### config.mk
export PLATFORM = sky130hd
export DESIGN_NAME = ext_bus_seq
export DESIGN_NICKNAME = d
export VERILOG_FILES = /design/src/rtl/ext_bus_seq.sv
export SDC_FILE = /design/constraint.sdc
export NUM_CORES = 1
export LEC_CHECK = 0
export ABC_AREA = 1
export BUFFER_PORTS_ARGS = -buffer_cell sky130_fd_sc_hd__buf_2
export CAP_MARGIN = 30
export CORE_MARGIN = 2
export CORE_UTILIZATION = 50
export CTS_CLUSTER_DIAMETER = 100
export DETAILED_ROUTE_END_ITERATION = 12
export MAX_ROUTING_LAYER = met4
export PLACE_DENSITY = 0.86
export SLEW_MARGIN = 20
export SYNTH_ARGS = -nofsm -noshare
export SYNTH_HDL_FRONTEND = slang
export SYNTH_SLANG_ARGS = --single-unit
### constraint.sdc
create_clock -name clk -period 2.6 [get_ports clk]
set_input_delay 0.13 -clock clk [delete_from_list [all_inputs] [get_ports clk]]
set_output_delay 0.13 -clock clk [all_outputs]
set_load 0.01 [all_outputs]
### src/rtl/ext_bus_seq.sv
module ext_bus_seq (
  input  logic        clk,
  input  logic        rst,
  input  logic        fetch_en,
  input  logic [15:0] pc,
  input  logic        dreq,
  input  logic        dwe,
  input  logic        dwide,
  input  logic [15:0] daddr,
  input  logic [7:0]  wdata,
  input  logic [7:0]  p2_reg,
  input  logic        lim4k,
  input  logic [7:0]  p0_in,
  output logic        ale,
  output logic        psen_n,
  output logic        rd_n,
  output logic        wr_n,
  output logic [7:0]  p0_out,
  output logic        p0_oe,
  output logic [7:0]  p2_out,
  output logic [7:0]  code_byte,
  output logic        code_valid,
  output logic [7:0]  rdata,
  output logic        rdata_valid
);
  localparam logic [3:0] LAST_PH = 4'd11;
  localparam logic [3:0] HALF    = 4'd6;

  typedef enum logic [1:0] {CY_IDLE, CY_FETCH, CY_DATA} cyc_t;

  logic [3:0]  ph;
  cyc_t        cyc;
  logic [15:0] base;
  logic        we_q, lim_q;
  logic [7:0]  wd_q;

  wire        hi_half = (ph >= HALF);
  wire [3:0]  sub     = hi_half ? ph - HALF : ph;
  wire        is_f    = (cyc == CY_FETCH);
  wire        is_d    = (cyc == CY_DATA);
  wire [15:0] xa      = is_f ? base + {15'd0, hi_half} : base;
  wire [7:0]  xhi     = lim_q ? {4'd0, xa[11:8]} : xa[15:8];
  wire        strobe  = is_d && ph >= 4'd5 && ph <= 4'd10;
  wire        wphase  = is_d && we_q && ph >= 4'd3;

  assign ale    = (!is_d || !hi_half) && sub < 4'd2;
  assign psen_n = !(is_f && sub >= 4'd3);
  assign rd_n   = !(strobe && !we_q);
  assign wr_n   = !(strobe && we_q);
  assign p0_oe  = ((is_f || (is_d && !hi_half)) && sub <= 4'd2) || wphase;
  assign p0_out = !p0_oe ? 8'h00 : (wphase ? wd_q : xa[7:0]);
  assign p2_out = (cyc == CY_IDLE) ? p2_reg : xhi;

  always_ff @(posedge clk) begin
    if (rst) begin
      ph          <= 4'd0;
      cyc         <= CY_IDLE;
      base        <= 16'h0000;
      we_q        <= 1'b0;
      lim_q       <= 1'b0;
      wd_q        <= 8'h00;
      code_byte   <= 8'h00;
      code_valid  <= 1'b0;
      rdata       <= 8'h00;
      rdata_valid <= 1'b0;
    end else begin
      code_valid  <= is_f && sub == 4'd5;
      rdata_valid <= is_d && !we_q && ph == 4'd10;
      if (is_f && sub == 4'd5) code_byte <= p0_in;
      if (is_d && !we_q && ph == 4'd10) rdata <= p0_in;
      if (ph == LAST_PH) begin
        ph    <= 4'd0;
        cyc   <= dreq ? CY_DATA : (fetch_en ? CY_FETCH : CY_IDLE);
        base  <= dreq ? {(dwide ? daddr[15:8] : p2_reg), daddr[7:0]} : pc;
        we_q  <= dwe;
        wd_q  <= wdata;
        lim_q <= lim4k;
      end else begin
        ph <= ph + 4'd1;
      end
    end
  end

  AST_ALE_TWO_WIDE: assert property (@(posedge clk) disable iff (rst)
    $rose(ale) |=> (ale ##1 !ale));
  AST_PSEN_THREE_WIDE: assert property (@(posedge clk) disable iff (rst)
    $fell(psen_n) |=> (!psen_n ##1 !psen_n ##1 psen_n));
  AST_PSEN_BUS_FREE: assert property (@(posedge clk) disable iff (rst)
    !psen_n |-> !p0_oe);
  AST_NO_PSEN_IN_DATA: assert property (@(posedge clk) disable iff (rst)
    (!rd_n || !wr_n) |-> (psen_n && !ale));
  AST_RD_BUS_FREE: assert property (@(posedge clk) disable iff (rst)
    !rd_n |-> !p0_oe);
  AST_STROBE_AFTER_ALE: assert property (@(posedge clk) disable iff (rst)
    ($fell(rd_n) || $fell(wr_n)) |-> ($past(ale, 4) && !$past(ale, 3)));
  AST_WR_DRIVES_BUS: assert property (@(posedge clk) disable iff (rst)
    !wr_n |-> p0_oe);
  AST_RW_EXCLUSIVE: assert property (@(posedge clk) disable iff (rst)
    !(!rd_n && !wr_n));
endmodule

==> results of run 1 <==
==> cells by family (layout without fill, tap and decap cells) <==
| kind of cell | after synthesis | in the layout | share of synthesized area |
|---|---|---|---|
| DFF | 50 | 50 | 0.353 |
| and+or+nand+nor | 208 | 208 | 0.318 |
| xor gates and xnor gates | 4 | 4 | 0.0123 |
| adders and majority gates | 7 | 7 | 0.0309 |
| AOI/OAI and AO/OA | 100 | 100 | 0.191 |
| buffers and inverters | 67 | 164 | 0.0944 |
==> area by class of cell <==
cell class	instances	area (µm²)	area share
Sequential cell	50	1010	0.287
Clock inverter	2	16.3	0.00463
Clock buffer	6	82.6	0.0235
Timing Repair Buffer	105	536	0.152
Inverter	51	196	0.0559
Tap cell	72	90.1	0.0256
Multi-Input combinational cell	319	1590	0.451
==> cell usage in the layout, fill, tap and decap left out, types with 7 or more instances in the layout <==
cell type,count
a21oi_1,41
nand2_1,111
a221oi_1,7
o21ai_0,38
dfxtp_1,48
buf_2,101
nand3_1,35
nor2_1,41
inv_1,45
o21ai_1,7
==> metrics by stage <==
step	total power, mW	area [µm²]
finish	1.45	3520
global route	1.51	3520
CTS	1.46	3500
detailed placement	0.970	3390
global placement	0.969	3390
floorplan	0.892	2840
==> power by group through the flow <==
stage | clock [mW] | combinational (mW) | sequential, mW
3_3_place_gp | 0 | 0.173 | 0.795
4_1_cts | 0.499 | 0.178 | 0.779
5_1_grt | 0.528 | 0.200 | 0.780
2_1_floorplan | 0 | 0.0984 | 0.794
3_5_place_dp | 0 | 0.174 | 0.796
6_report | 0.491 | 0.179 | 0.779
==> sequential cells by signal, summed over array words and instances (netlist names), 2 cells and up <==
register and cells:
ph 4, wd_q 8, code_byte 8, base 16
rdata 8, cyc 2
==> what timing repair did <==
item / 4_1_cts / 5_1_grt
setup buffers: 0 / 0
endpoints found under the setup margin: 9 / 9
gates resized for setup: 3 / 6
hold buffers: 0 / 0
==> worst max-delay path, stage by stage (launching register included) <==
cell,delay (ps)
dfxtp_4,410
ha_2,250
nand2_4,80
nand3_4,100
ha_1,190
nand3_1,130
nor2_4,200
nand3_1,190
o21bai_1,180
nand3_1,80
o21ai_0,80
buf_2,160
==> layer usage <==
metal	global-route usage	vias to the layer above	share of wire
met1	0.296	1442	0.43
met2	0.434	126	0.50
met3	0.0420	16	0.064
li1	-	1613	-
met4	0.0793	0	0.012
met5	-	-	0
==> final timing paths <==
kind	startpoint	endpoint	cells past startpoint	slack [ps]
hold reg to reg	wd_q[1]	wd_q[1]	2	470
hold / removal	fetch_en	cyc[0]	3	50
setup / recovery	ph[2]	p2_out[7]	11	120
setup reg to reg	ph[0]	code_byte[6]	9	710
==> results by group, run 1 <==
Clock tree
  – Clk_lat worst skew: 310 ps
  – Clk buf depth: 2
  – CTS tree: done
  – Clock Pin Slew Worst Setup and Hold Paths: 90 ps
  – Root buf cell: clkbuf_8
  – Sink Count: 50
  – CTS Buf Count: 5
  – H-tree depth: 2

Placed design
  – HPWL after DPL: 5.71 mm
  – GPL Wtd Cong: 0.958
  – IO Port Bufs: 101
  – Dpl cells: 597
  – Placement Setup Slack: 222 ps

Route
  – Wirelength per Cell: 12.8 µm
  – WL final: 7.77 mm
  – Initial drt markers: 147
  – DRT Pass-1 Iters: 5
  – Via density: 5.28
  – Residual DRC count: 0
  – DRT antenna net count: 0
  – DR vias: 3,197

STA
  – Total Neg Setup Slack: 0 ps
  – Fin crit share: 0.953
  – Hold Slack: 53.2 ps
  – Max-slew violations: 0
  – Slew margin rel.: 0.500
  – Fmax: 0.403 GHz
  – RSZ-0062 raised after global routing: true
  – Final Hold Viols: 0
  – Final setup fails: 0
  – Layout Skew: 8.51 ps
  – Post-route minimum period: 2480 ps
  – PnR worst setup slack: 121 ps
  – Worst Tran Pin Value: 749 ps

Floorplanning
  – IO Pins: 102
  – Core Region: 5510 µm²
  – Initial Utilization: 0.515
  – DIE AREA: 6290 µm²
  – Vert. Die Dim: 79.3 µm
  – FP Rows: 27
  – Chip Width: 79.3 µm

Worst hold path
  – Hold crit path type: input pin to register

Logic synthesis
  – Syn_area_per_cell: 6.51 µm²
  – Post-synth top cells: 111 x nand2_1, 50 x dfxtp_1, 45 x inv_1, 43 x nor2_1, 41 x a21oi_1
  – Seq/Total Area, Yosys: 0.353
  – Synth Register Bits: 50
  – Netlist cell types: 32
  – Yosys top cell by area: dfxtp_1
  – Syn Inst Count: 436
  – Ys async rst share: 0
  – Share of the synthesized area in the top cell type: 0.353
  – Area contributors post-synth: dfxtp_1 35%, nand2_1 15%, a21oi_1 7.2%
  – Most frequent cell after synthesis: nand2_1
  – Synthesized area: 2840 µm²
  – Warnings, synthesis: 0
  – Top_reg_cell synth: dfxtp_1
  – Number of enable flip-flop cells after synthesis: 0
  – Syn_nets: 506

Finish
  – Fill cell count: 511
  – Layout cells sized above 1: 0.251
  – Area Growth Syn to Fin: 23.9%
  – Core Util, Final: 0.638
  – Fin cells: 605
  – Antenna Cells: 0
  – NumNets Final: 602

Status
  – Status: finished, final reports clean

Critical path
  – Crit start category: register
  – Crit path kind: register to output pin
  – Required @ worst endpoint: 2470 ps
  – Crit path capture type: output pin
  – CP max FO: 8
  – Critical path data arrival time: 2350 ps

Global routing
  – Pin count of the biggest net entering global routing: 45
  – Total GRT Usage: 0.250
  – Congestion Overflow GR: 0
  – Initial antenna violation count: 0
  – First-pass GRT wire length: 12.4 mm
  – Vias in the first global route: 2,942

Power
  – Pwr dens: 412 nW/µm²
  – Comb pwr share: 0.124
  – Switching Power: 387 µW
  – Maximum VDD drop: 0.295 mV
  – Switch share: 0.267
  – Clock share of power: 0.339
  – Reg power frac: 0.537
  – Internal power: 1.06 mW
  – Pleak: 1.67 nW

Flow run
  – Max Cap Violations: 0
Note: power is estimated with default switching activity, not from simulation.
==> inputs of run 2 (changes only) <==
--- a/config.mk
+++ b/config.mk
@@ -8,12 +8,11 @@
 export ABC_AREA = 1
 export BUFFER_PORTS_ARGS = -buffer_cell sky130_fd_sc_hd__buf_2
 export CAP_MARGIN = 30
-export CORE_MARGIN = 2
-export CORE_UTILIZATION = 50
+export CORE_UTILIZATION = 45
 export CTS_CLUSTER_DIAMETER = 100
 export DETAILED_ROUTE_END_ITERATION = 12
 export MAX_ROUTING_LAYER = met4
-export PLACE_DENSITY = 0.86
+export PLACE_DENSITY = 0.82
 export SLEW_MARGIN = 20
 export SYNTH_ARGS = -nofsm -noshare
 export SYNTH_HDL_FRONTEND = slang
==> constraint.sdc (replaced) <==
create_clock -name clk -period 2.2 [get_ports clk]
set_input_delay 0.11 -clock clk [delete_from_list [all_inputs] [get_ports clk]]
set_output_delay 0.11 -clock clk [all_outputs]
set_load 0.01 [all_outputs]
==> run 2 against run 1 <==
Effect of this change:
- critical path type unchanged
- non-clock buffer count increased by 11
- final area increased by 5.2%
- sequential share of layout area decreased by 1.6 points
- utilization decreased by 2.1 points
- first-iteration DRC count increased by 97%
- cell count increased by 2.3%
- global-route usage increased by 0.85 points
==> results by group, run 2 (synthesized netlist as in run 1, its figures left out) <==
Status
  – Status: finished, final reports clean

Critical path
  – Worst reg2reg startpoint: ph[0]
  – Reg-to-Reg End: ph[2]
  – Crit path kind: register to output pin
  – Worst path cell trace: ha_4 > nand2_4 > nand3_4 > ha_1 > nand3_2 > nor2_4 > nand4_1 > nand2_1 > nand2_1 > o21ai_1 > buf_2
  – R2R Setup Slk: 290 ps
  – Critical path data arrival time: 2060 ps
  – Crit start category: register
  – Top cell by count, worst path: nand2_1
  – Critical Path Slowest Stage Cell: dfxtp_2
  – CP max stage delay: 370 ps
  – Required @ worst endpoint: 2090 ps
  – Crit path capture type: output pin
  – Top Family by Delay on Critical Path: simple AND/OR/NAND/NOR gates
  – Worst R2R Path Depth: 7
  – CP bufs+invs: 1
  – CP max FO: 5

Clock tree
  – CTS Buf Count: 5
  – Root buf cell: clkbuf_8
  – CTS tree: done
  – Cts hold-fix bufs: 0
  – Clock Pin Slew Worst Setup and Hold Paths: 100 ps
  – Sink Count: 50
  – Clk buf depth: 2
  – Clk_lat worst skew: 310 ps
  – H-tree depth: 2

Floorplanning
  – Core Region: 5990 µm²
  – Vert. Die Dim: 81.4 µm
  – DIE AREA: 6630 µm²
  – Initial Utilization: 0.474
  – IO Pins: 102
  – FP Rows: 28
  – Chip Width: 81.4 µm

Route
  – Wirelength per Cell: 13.7 µm
  – Initial drt markers: 289
  – Via density: 5.36
  – Residual DRC count: 0
  – DRT Pass-1 Iters: 5
  – DRT antenna net count: 0
  – WL final: 8.46 mm
  – DR vias: 3,319

Power
  – Switching Power: 484 µW
  – Pleak: 1.78 nW
  – Maximum VDD drop: 0.428 mV
  – Clock share of power: 0.324
  – Switch share: 0.280
  – Reg power frac: 0.530
  – Internal power: 1.24 mW
  – Comb pwr share: 0.146
  – Tot Pwr: 1.73 mW
  – Pwr dens: 467 nW/µm²

Finish
  – Fill cell count: 543
  – Area Growth Syn to Fin: 30.4%
  – NumNets Final: 613
  – Core Util, Final: 0.618
  – Register name with the most flops: base
  – Most frequent cells in the layout: 105 x nand2_1, 101 x buf_2, 48 x dfxtp_1
  – Antenna Cells: 0
  – Commonest non-fill, non-tap cell in the layout: nand2_1
  – Max reg flops: 16
  – Fin area: 3700 µm²
  – Layout cells sized above 1: 0.290

STA
  – Post-route minimum period: 2170 ps
  – Fmax: 0.460 GHz
  – Max-slew violations: 0
  – Final Hold Viols: 0
  – Final setup fails: 0
  – Fin crit share: 0.988
  – Slew margin rel.: 0.500
  – Layout Skew: 10.5 ps
  – RSZ-0062 raised after global routing: true
  – Worst Tran Pin Value: 749 ps

Placed design
  – GPL Wtd Cong: 0.885
  – HPWL after DPL: 5.96 mm
  – Placed cell area: 3430 µm²
  – IO Port Bufs: 101

Global routing
  – Pin count of the biggest net entering global routing: 35
  – First-pass GRT wire length: 13.0 mm
  – Vias in the first global route: 3,075
  – Total GRT Usage: 0.259
  – Initial antenna violation count: 0
  – Congestion Overflow GR: 0

Worst hold path
  – WHS Endpoint: cyc[0]
  – HP Start: fetch_en
  – Worst hold path depth: 3
  – Hold crit path type: input pin to register

Flow run
  – Max Cap Violations: 0
run 2: metal layers:
metal / GRT usage / up-vias / routed length (µm)
met5: - / - / 0
met4: 0.0750 / 0 / 118
met3: 0.0433 / 19 / 562
met2: 0.447 / 148 / 4270
met1: 0.307 / 1511 / 3510
li1: - / 1641 / -
run 2: area by class of cell:
type / count / area (µm²) / share of cell area
sequential: 50 / 1000 / 0.271
inverter: 51 / 196 / 0.0531
clock buffer: 5 / 68.8 / 0.0186
timing repair buffer: 116 / 629 / 0.170
clock inverter: 3 / 23.8 / 0.00643
multi-input combinational: 319 / 1680 / 0.455
tap: 75 / 93.8 / 0.0254
run 2: worst reg2reg max path, cell delays in order, from the launching register on:
cell     delay (ps)
dfxtp_1         330
buf_4           160
ha_1            210
buf_4           200
nand2_1         120
buf_4           320
nand2_1         190
nor3b_1         300
run 2: worst max-delay path by stage:
stage / startpoint / end / cells after the start
after floorplan: ph[2] / p2_out[6] / 12
after global placement: ph[1] / p2_out[5] / 11
after detailed placement: ph[1] / p2_out[7] / 11
after CTS: ph[2] / p2_out[5] / 11
after global routing: ph[2] / p0_out[5] / 11
final: ph[2] / p2_out[5] / 11
run 2: power by group through the flow:
stage / sequential (mW) / clock, mW / combinational [mW]
CTS: 0.915 / 0.561 / 0.230
finish: 0.915 / 0.560 / 0.252
global route: 0.915 / 0.602 / 0.276
global placement: 0.933 / 0 / 0.216
detailed placement: 0.933 / 0 / 0.223
floorplan: 0.938 / 0 / 0.116
run 2: through the flow:
stage	setup slack (ps)	hold WS [ps]	setup TNS, ps	std cells
floorplan	209	249	0	436
finish	26.8	26.8	0	619
global route	-74.1	42.6	-421	619
global placement	181	353	0	604
CTS	5.29	26.5	0	616
detailed placement	44.5	343	0	604
run 2: timing repair:
| action | in CTS | in global routing |
|---|---|---|
| gates resized for setup | 13 | 22 |
| setup buffers | 4 | 3 |
| endpoints found under the setup margin | 13 | 15 |
| gates cloned | 0 | 0 |
| pin swaps | 5 | 10 |
==> inputs of run 3 (changes only) <==
--- a/config.mk
+++ b/config.mk
@@ -8,11 +8,11 @@
 export ABC_AREA = 1
 export BUFFER_PORTS_ARGS = -buffer_cell sky130_fd_sc_hd__buf_2
 export CAP_MARGIN = 30
-export CORE_UTILIZATION = 45
+export CORE_UTILIZATION = 50
 export CTS_CLUSTER_DIAMETER = 100
 export DETAILED_ROUTE_END_ITERATION = 12
 export MAX_ROUTING_LAYER = met4
-export PLACE_DENSITY = 0.82
+export PLACE_DENSITY = 0.86
 export SLEW_MARGIN = 20
 export SYNTH_ARGS = -nofsm -noshare
 export SYNTH_HDL_FRONTEND = slang
==> constraint.sdc (replaced) <==
create_clock -name clk -period 2.4 [get_ports clk]
set_input_delay 0.12 -clock clk [delete_from_list [all_inputs] [get_ports clk]]
set_output_delay 0.12 -clock clk [all_outputs]
set_load 0.01 [all_outputs]
==> run 3 against run 2 <==
Effect of this change:
- setup slack improved by 19 ps
- final area fell by 2.3%
- register-to-register slack improved by 160 ps
- sequential power fell by 8.1%
- non-clock buffer count fell by 4
- utilization rose by 4.3 points
- routed wire length fell by 4.6%
- cell count fell by 1.1%
- hold slack improved by 6.7 ps
- critical path depth did not move
- sequential cell count did not move
- highest routed layer unchanged
==> results by group, run 3 (synthesized netlist as in run 1, its figures left out) <==
Floorplanning
  – IO Pins: 102
  – Vert. Die Dim: 77.3 µm
  – FP Rows: 27
  – Core Region: 5470 µm²
  – Initial Utilization: 0.519
  – DIE AREA: 5980 µm²
  – Chip Width: 77.3 µm

STA
  – Hold Slack: 33.5 ps
  – Final Hold Viols: 0
  – Layout Skew: 11.6 ps
  – Final setup fails: 0
  – RSZ-0062 raised after global routing: true
  – Worst Tran Pin Value: 813 ps
  – Fin crit share: 0.981
  – Fmax: 0.425 GHz
  – Post-route minimum period: 2350 ps
  – Total Neg Setup Slack: 0 ps
  – Max-slew violations: 0
  – Slew margin rel.: 0.458

Route
  – Wirelength per Cell: 13.2 µm
  – DR vias: 3,254
  – DRT antenna net count: 0
  – WL final: 8.06 mm
  – DRT Pass-1 Iters: 5
  – Residual DRC count: 0
  – Initial drt markers: 148
  – Via density: 5.32

Clock tree
  – CTS Buf Count: 5
  – Cts hold-fix bufs: 0
  – Sink Count: 50
  – Clk_lat worst skew: 330 ps
  – H-tree depth: 2
  – Clock Pin Slew Worst Setup and Hold Paths: 110 ps
  – CTS tree: done
  – Clk buf depth: 2
  – Root buf cell: clkbuf_8

Critical path
  – Worst R2R Path Depth: 10
  – Critical path data arrival time: 2230 ps
  – Worst reg2reg startpoint: ph[1]
  – Crit start category: register
  – Top cell by count, worst path: nand2_1
  – Worst path cell trace: buf_6 > nand2_2 > nand3_4 > ha_1 > nand3_1 > nor2_1 > nand4_1 > nand2_1 > nand2_1 > o21ai_0 > buf_2
  – Crit path capture type: output pin
  – Crit path kind: register to output pin
  – CP max FO: 7
  – R2R Setup Slk: 450 ps
  – Required @ worst endpoint: 2280 ps
  – CP max stage delay: 380 ps
  – Reg-to-Reg End: code_byte[0]
  – Critical Path Slowest Stage Cell: dfxtp_4

Finish
  – Fill cell count: 481
  – Commonest non-fill, non-tap cell in the layout: nand2_1
  – Register name with the most flops: base
  – NumNets Final: 609
  – Area Growth Syn to Fin: 27.3%
  – Antenna Cells: 0
  – Max reg flops: 16
  – Layout cells sized above 1: 0.269
  – Core Util, Final: 0.660
  – Most frequent cells in the layout: 109 x nand2_1, 101 x buf_2, 47 x dfxtp_1

Power
  – Reg power frac: 0.528
  – Comb pwr share: 0.131
  – Internal power: 1.14 mW
  – Pleak: 1.72 nW
  – Clock share of power: 0.341
  – Switch share: 0.284
  – Maximum VDD drop: 0.328 mV
  – Pwr dens: 441 nW/µm²
  – Switching Power: 453 µW

Worst hold path
  – Worst hold path depth: 3
  – Hold crit path type: input pin to register
  – HP Start: p0_in[3]
  – WHS Endpoint: rdata[3]

Placed design
  – GPL Wtd Cong: 0.913
  – HPWL after DPL: 5.82 mm
  – IO Port Bufs: 101

Global routing
  – Pin count of the biggest net entering global routing: 28
  – Initial antenna violation count: 0
  – Vias in the first global route: 3,015
  – Congestion Overflow GR: 0
  – Total GRT Usage: 0.272
  – First-pass GRT wire length: 12.9 mm

Flow run
  – Max Cap Violations: 0

Status
  – Status: finished, final reports clean
-- run 3: cell count changes in the layout (fill, tap and decap cells not counted), sizes merged --
cell,change
buf,-4
clkinv,+1
clkinvlp,-2
inv,+1
-- run 3: final cells by class --
class | instances | area, µm² | area share
Tap cell | 72 | 90.1 | 0.0249
Timing Repair Buffer | 112 | 608 | 0.168
Clock inverter | 3 | 28.8 | 0.00796
Inverter | 51 | 196 | 0.0544
Clock buffer | 5 | 68.8 | 0.0190
Sequential cell | 50 | 1010 | 0.279
Multi-Input combinational cell | 319 | 1610 | 0.446
-- run 3: worst max path at each step --
stage	cells past startpoint	end	slack, ps	startpoint
global placement	13	p2_out[6]	380	ph[1]
CTS	13	p2_out[6]	10	ph[1]
global route	11	p2_out[2]	-50	ph[1]
finish	11	p2_out[5]	50	ph[2]
detailed placement	13	p2_out[6]	230	ph[1]
floorplan	12	p2_out[6]	400	ph[2]
-- run 3: timing repair --
item,CTS,global route
gates resized for setup,4,13
gates cloned,0,0
setup buffers,0,4
setup endpoints to repair,8,12
pin swaps,0,2
-- run 3: power groups by stage --
stage | Sequential [mW] | Combinational (mW) | Clock [mW]
after floorplan | 0.860 | 0.107 | 0
after global placement | 0.857 | 0.194 | 0
after detailed placement | 0.858 | 0.200 | 0
after CTS | 0.839 | 0.201 | 0.543
after global routing | 0.842 | 0.233 | 0.571
final | 0.841 | 0.209 | 0.544
-- run 3: worst max-delay path: cells and delay by family, from the launching register on --
family | cells | cell delay, ps
simple gates | 7 | 830
fa+ha+maj | 1 | 180
buf+inv | 2 | 310
compound gates | 1 | 210
flops | 1 | 380
-- run 3: stage by stage --
step                power [mW]  cells  cell area [µm²]  setup slack [ps]
floorplan                0.967    436             2840               399
global placement          1.05    600             3430               378
detailed placement        1.06    600             3430               229
CTS                       1.58    608             3540              13.1
global route              1.65    612             3610             -52.7
finish                    1.59    612             3610              46.0
-- run 3: per-layer routing --
layer / routed length [µm] / share of wire / global-route usage
met1: 3280 / 0.41 / 0.316
met2: 4140 / 0.51 / 0.469
met3: 478 / 0.059 / 0.0435
met4: 158 / 0.020 / 0.102
met5: 0 / 0 / -
